--- config.mk ---
export PLATFORM = sky130hd
export DESIGN_NAME = lock_pool
export DESIGN_NICKNAME = d
export VERILOG_FILES = /design/src/rtl/lock_pool_pkg.sv /design/src/rtl/lock_prio_find.sv /design/src/rtl/lock_bank.sv /design/src/rtl/lock_pool.sv
export SDC_FILE = /design/constraint.sdc
export NUM_CORES = 1
export LEC_CHECK = 0
export BUFFER_PORTS_ARGS = -buffer_cell sky130_fd_sc_hd__buf_2
export CAP_MARGIN = 10
export CORE_ASPECT_RATIO = 0.7
export CORE_MARGIN = 8
export CORE_UTILIZATION = 40
export DETAILED_ROUTE_END_ITERATION = 6
export SLEW_MARGIN = 20
export SYNTH_ARGS = -nofsm -noshare
export SYNTH_HDL_FRONTEND = slang
export SYNTH_SLANG_ARGS = --single-unit
export TNS_END_PERCENT = 30
--- constraint.sdc ---
create_clock -name clk -period 2.18 [get_ports clk]
set_input_delay 0.436 -clock clk [delete_from_list [all_inputs] [get_ports clk]]
set_output_delay 0.436 -clock clk [all_outputs]
set_load 0.05 [all_outputs]
--- src/rtl/lock_pool_pkg.sv ---
package lock_pool_pkg;
  typedef enum logic [1:0] {
    OP_ALLOC   = 2'd0,
    OP_SET     = 2'd1,
    OP_CLEAR   = 2'd2,
    OP_RELEASE = 2'd3
  } lock_op_e;
endpackage

--- src/rtl/lock_prio_find.sv ---
module lock_prio_find #(
  parameter int NUM_LOCKS = 8,
  parameter int ID_W      = $clog2(NUM_LOCKS)
) (
  input  logic [NUM_LOCKS-1:0] free_mask,
  output logic                 found,
  output logic [ID_W-1:0]      idx
);
  // Scan from the top down so the lowest free index wins.
  always_comb begin
    found = 1'b0;
    idx   = '0;
    for (int i = NUM_LOCKS - 1; i >= 0; i--) begin
      if (free_mask[i]) begin
        found = 1'b1;
        idx   = ID_W'(i);
      end
    end
  end
endmodule

--- src/rtl/lock_bank.sv ---
module lock_bank
  import lock_pool_pkg::*;
#(
  parameter int NUM_LOCKS = 8,
  parameter int ID_W      = $clog2(NUM_LOCKS)
) (
  input  logic                 clk,
  input  logic                 rst,
  input  logic                 op_valid,
  input  lock_op_e             op,
  input  logic [ID_W-1:0]      tgt_id,
  input  logic                 grant_hit,
  input  logic [ID_W-1:0]      grant_id,
  output logic [NUM_LOCKS-1:0] alloc_q,
  output logic [NUM_LOCKS-1:0] state_q
);
  for (genvar g = 0; g < NUM_LOCKS; g++) begin : g_lock
    logic hit_tgt, hit_grant;
    assign hit_tgt   = (tgt_id == ID_W'(g));
    assign hit_grant = grant_hit && (grant_id == ID_W'(g));

    always_ff @(posedge clk) begin
      if (rst) begin
        alloc_q[g] <= 1'b0;
        state_q[g] <= 1'b0;
      end else if (op_valid) begin
        case (op)
          OP_ALLOC:   if (hit_grant) alloc_q[g] <= 1'b1;
          OP_SET:     if (hit_tgt)   state_q[g] <= 1'b1;
          OP_CLEAR:   if (hit_tgt)   state_q[g] <= 1'b0;
          OP_RELEASE: if (hit_tgt)   alloc_q[g] <= 1'b0;
          default: ;
        endcase
      end
    end
  end

  // a set leaves the addressed state true.
  p_set_state_r4: assert property (@(posedge clk) disable iff (rst)
    (op_valid && op == OP_SET) |=> state_q[$past(tgt_id)]);
  // a clear leaves the addressed state false.
  p_clear_state_r5: assert property (@(posedge clk) disable iff (rst)
    (op_valid && op == OP_CLEAR) |=> !state_q[$past(tgt_id)]);
  // a release never disturbs any state bit.
  p_release_keeps_state_r6: assert property (@(posedge clk) disable iff (rst)
    (op_valid && op == OP_RELEASE) |=> $stable(state_q));
  // a granted lock is marked allocated.
  p_grant_marks_r2: assert property (@(posedge clk) disable iff (rst)
    (op_valid && op == OP_ALLOC && grant_hit) |=> alloc_q[$past(grant_id)]);
  // a failed allocate changes no allocated bit.
  p_fail_no_change_r3: assert property (@(posedge clk) disable iff (rst)
    (op_valid && op == OP_ALLOC && !grant_hit) |=> $stable(alloc_q));
endmodule

--- src/rtl/lock_pool.sv ---
module lock_pool
  import lock_pool_pkg::*;
#(
  parameter int NUM_LOCKS = 8,
  localparam int ID_W     = $clog2(NUM_LOCKS)
) (
  input  logic            clk,
  input  logic            rst,
  input  logic            req_valid,
  input  logic [1:0]      req_op,
  input  logic [ID_W-1:0] req_id,
  output logic            resp_valid,
  output logic [ID_W:0]   resp_id,
  output logic            resp_prior,
  output logic            resp_fail
);
  lock_op_e            op;
  logic [NUM_LOCKS-1:0] alloc_q, state_q;
  logic                 grant_hit;
  logic [ID_W-1:0]      grant_id;

  assign op = lock_op_e'(req_op);

  lock_prio_find #(.NUM_LOCKS(NUM_LOCKS), .ID_W(ID_W)) u_find (
    .free_mask(~alloc_q),
    .found    (grant_hit),
    .idx      (grant_id)
  );

  lock_bank #(.NUM_LOCKS(NUM_LOCKS), .ID_W(ID_W)) u_bank (
    .clk      (clk),
    .rst      (rst),
    .op_valid (req_valid),
    .op       (op),
    .tgt_id   (req_id),
    .grant_hit(grant_hit),
    .grant_id (grant_id),
    .alloc_q  (alloc_q),
    .state_q  (state_q)
  );

  always_ff @(posedge clk) begin
    if (rst) begin
      resp_valid <= 1'b0;
      resp_id    <= '0;
      resp_prior <= 1'b0;
      resp_fail  <= 1'b0;
    end else begin
      resp_valid <= req_valid;
      resp_id    <= '0;
      resp_prior <= 1'b0;
      resp_fail  <= 1'b0;
      if (req_valid) begin
        case (op)
          OP_ALLOC: begin
            resp_id   <= grant_hit ? {1'b0, grant_id} : '1;
            resp_fail <= !grant_hit;
          end
          OP_SET, OP_CLEAR: begin
            resp_id    <= {1'b0, req_id};
            resp_prior <= state_q[req_id];
          end
          default: resp_id <= {1'b0, req_id};
        endcase
      end
    end
  end

  // a failure always reports the all-ones ID on a valid response.
  p_fail_id_r3: assert property (@(posedge clk) disable iff (rst)
    resp_fail |-> (resp_valid && resp_id == '1));
  // with lock 0 free, an allocate returns ID 0.
  p_first_free_r2: assert property (@(posedge clk) disable iff (rst)
    (req_valid && op == OP_ALLOC && !alloc_q[0]) |=> (resp_id == '0 && !resp_fail));
  // a response follows each request by exactly one cycle.
  p_resp_follows_r9: assert property (@(posedge clk) disable iff (rst)
    req_valid |=> resp_valid);
endmodule

==> results.cfg <==
[pwr]
p_leak_nw = 0.507
p_switching_w = 0.000251
p_comb_share_pct = 18.5
power.sequential.fraction_pct = 52.6
max_ir_drop_vdd_uv = 231
internal-power_w = 0.000609
swShare_pct = 29.2
power_density_nw_per_um2 = 625
clock_power_share_pct = 28.8

[synthesis]
synth.avg_cell_area_um2 = 8.34
number_of_flops_mapped_to_enable_cells_by_yosys = 0
ys_seq_area_share_pct = 35.2
ys.warnings.count = 0
synthTopCellsByArea = sky130_fd_sc_hd__dfxtp_1 35%, sky130_fd_sc_hd__nand2_1 7.8%, sky130_fd_sc_hd__a21oi_1 5.2%
syn_area_um2 = 1250
syn-num-nets = 162
synth_flop_cell = sky130_fd_sc_hd__dfxtp_1
syn_inst = 150
asyncSetResetFlopFracSynth_pct = 0
yosysTopAreaCell = sky130_fd_sc_hd__dfxtp_1
register_bit_total_from_synthesis = 22
yosys.cell_types.count = 44
synth.top_cell.area_share_pct = 35.2

[routing]
routedWlPerCell_um = 15.6
route.final.wire_length_um = 3090
highest_metal_layer_used_by_the_detailed_router = met4
first_iter_violations = 155
m1WireLength_um = 1470
routed_via_density = 5.92
dr_total_vias = 1173
routed-wl-met2_um = 1270
drcViolationCount = 0
dr_wl_met3_um = 336
detail-route-antenna-nets = 0
drt_pass1_iterations = 4

[min_path]
hold_path_class = reg -> reg
hold-path-cell-count = 2

[setup_path]
worst-r2r-cell-count = 5
cp_num_buf_inv = 2
startpoint_type = primary input
critical_path_required_ps = 2310
kind_of_cell_adding_the_most_delay_to_the_critical_path = simple AND/OR/NAND/NOR gates
crit_path_end_kind = register
crit_path_max_incr_delay_ps = 340
cp_num_cells = 7
critPathArrivalTime_ps = 1830
crit_slowest_cell = sky130_fd_sc_hd__ha_1
path_cells = buf_2, inv_1, ha_1, nor2b_1, nand3_1, nor4_1, o32ai_1
largest_fanout_of_any_net_on_the_critical_path = 5
worst-setup-path-type = in -> reg

[timing]
setup_violations = 0
finalClockSkew_ps = 0.838
min_period_ps = 1690
final_max_slew_viol_count = 0
final.hold.worst_slack_ps = 480
hold_viol_final = 0
setup_tns_ps = 0
tightestPinTransition_ps = 546
rsz_0062_raised_after_global_routing = no
achievable_clock_frequency_mhz = 590
slew_headroom_pct = 63.5
fin_crit_sh_pct = 77.7

[grt]
global_route.usage.total_pct = 12.1
initial_antenna_violation_count = 0
number_of_global_route_vias_before_repair = 1082
pin_count_of_the_biggest_net_entering_global_routing = 20
global_route.overflow_total = 0
grt_first_pass_wirelength_um = 5250

[floorplanning]
initial_utilization_pct = 40.8
fp.coreArea_um2 = 3060
die_outline_area_um2 = 5200
die_width_um = 82.8
io-pin-count = 15
fp-row-count = 17
die_height_um = 62.8

[finish]
area_growth_syn_to_layout_pct = 10.0
final_core_util_pct = 44.9
num-nets-final = 174
seq_area_um2 = 440
area_of_the_multi_input_gates_um2 = 747
drive_gt1_share_pct = 16.9
num-fill-cells = 325
diodes = 0

[place]
place_congestion = 0.838
post-dp-hpwl_um = 2340
port_buffers = 14

[clock_tree]
htree_num_levels = 1
clock_tree_from_tritoncts = yes
clk_pin_slew_worst_paths_ps = 70
cts_made_buffers = 3
ctsHoldBuffers = 0
tritoncts_num_sinks = 22
clock_tree.root_cell = sky130_fd_sc_hd__clkbuf_8
clock_tree.buffer_depth = 2
cts_repair_resize_count = 0
postCtsSetupBuffers = 0
clk_latency_ps = 260

[status]
status = completed

[job]
maxCapViolations = 0
through the flow:
| stage | std cells | area (um2) | power, W | setup slack, ps |
|---|---|---|---|---|
| 4_1_cts | 198 | 1380 | 0.000864 | 492 |
| 2_1_floorplan | 150 | 1250 | 0.000576 | 533 |
| 3_5_place_dp | 195 | 1340 | 0.000618 | 223 |
| 5_1_grt | 198 | 1380 | 0.000910 | 361 |
| 3_3_place_gp | 195 | 1340 | 0.000614 | 249 |
| 6_report | 198 | 1380 | 0.000860 | 486 |
cell usage in the layout (no fill, tap or decap), types with 2 or more instances in the layout:
cell type                   n
sky130_fd_sc_hd__nor2b_1    2
sky130_fd_sc_hd__nand2b_1   4
sky130_fd_sc_hd__inv_1      7
sky130_fd_sc_hd__a31oi_1    2
sky130_fd_sc_hd__dfxtp_1   22
sky130_fd_sc_hd__nor2_1     7
sky130_fd_sc_hd__o32ai_1    2
sky130_fd_sc_hd__o21ai_0   11
sky130_fd_sc_hd__mux4_2     2
sky130_fd_sc_hd__buf_2     14
sky130_fd_sc_hd__nand2_1   26
sky130_fd_sc_hd__and3_1     2
sky130_fd_sc_hd__nand3b_1   2
sky130_fd_sc_hd__mux2i_1    2
sky130_fd_sc_hd__o21ai_1    3
sky130_fd_sc_hd__a21oi_1   13
sky130_fd_sc_hd__nand3_1    2
sky130_fd_sc_hd__nand4_1    2
sky130_fd_sc_hd__nor3_1     2
sky130_fd_sc_hd__o31ai_1    6
sky130_fd_sc_hd__clkbuf_8   3
sky130_fd_sc_hd__ha_1       4
cell usage after synthesis (3+ instances only):
| library cell | n |
|---|---|
| sky130_fd_sc_hd__buf_2 | 3 |
| sky130_fd_sc_hd__o31ai_1 | 6 |
| sky130_fd_sc_hd__ha_1 | 4 |
| sky130_fd_sc_hd__nor2_1 | 7 |
| sky130_fd_sc_hd__nand2_1 | 26 |
| sky130_fd_sc_hd__a21oi_1 | 13 |
| sky130_fd_sc_hd__nand2b_1 | 4 |
| sky130_fd_sc_hd__o21ai_1 | 3 |
| sky130_fd_sc_hd__inv_1 | 7 |
| sky130_fd_sc_hd__dfxtp_1 | 22 |
| sky130_fd_sc_hd__o21ai_0 | 11 |
kinds of logic after synthesis:
logic type,synth area share (%)
compound gates,26.4
flops,35.2
buf+inv,5.10
mux,5.20
fa+ha+maj,4.00
simple gates,24.1
sequential cells by signal (all words and copies together) (netlist names):
| signal | flops |
|---|---|
| resp_id | 3 |
| resp_prior | 1 |
| resp_fail | 1 |
| u_bank.alloc_q | 8 |
| resp_valid | 1 |
| u_bank.state_q | 8 |
final cells by class:
class                           count  share of cell area (%)
Tap cell                           38                    3.45
Timing Repair Buffer               14                    5.09
Inverter                            8                    2.18
Clock buffer                        3                    3.00
Multi-Input combinational cell    113                    54.3
Sequential cell                    22                    32.0
worst register-to-register path, stage by stage (launching register included):
cell,delay (ps)
sky130_fd_sc_hd__dfxtp_1,430
sky130_fd_sc_hd__nand2_1,110
sky130_fd_sc_hd__o221a_1,270
sky130_fd_sc_hd__o31ai_4,340
sky130_fd_sc_hd__a311oi_1,140
sky130_fd_sc_hd__a31o_1,190
path summary, 6_finish.rpt:
| path | endpoint | slack (ps) | from |
|---|---|---|---|
| worst max-delay path | u_bank.alloc_q[4] | 490 | req_op[0] |
| worst min-delay path | u_bank.state_q[3] | 480 | u_bank.state_q[3] |
| worst max register to register | u_bank.alloc_q[2] | 600 | u_bank.alloc_q[3] |
| worst min register to register | u_bank.state_q[3] | 480 | u_bank.state_q[3] |
routing by layer:
layer / GRT usage (%) / vias up
met3: 4.95 / 2
met5: 0 / -
met4: 2.84 / 0
li1: - / 571
met1: 16.7 / 545
met2: 16.7 / 55
power by group through the flow:
| stage | Clock [W] | Combinational (W) | Sequential, W |
|---|---|---|---|
| 2_1_floorplan | 0 | 0.000109 | 0.000467 |
| 3_3_place_gp | 0 | 0.000154 | 0.000461 |
| 3_5_place_dp | 0 | 0.000157 | 0.000461 |
| 4_1_cts | 0.000255 | 0.000158 | 0.000452 |
| 5_1_grt | 0.000279 | 0.000175 | 0.000456 |
| 6_report | 0.000248 | 0.000159 | 0.000453 |
Power figures use the tool's default switching activity.
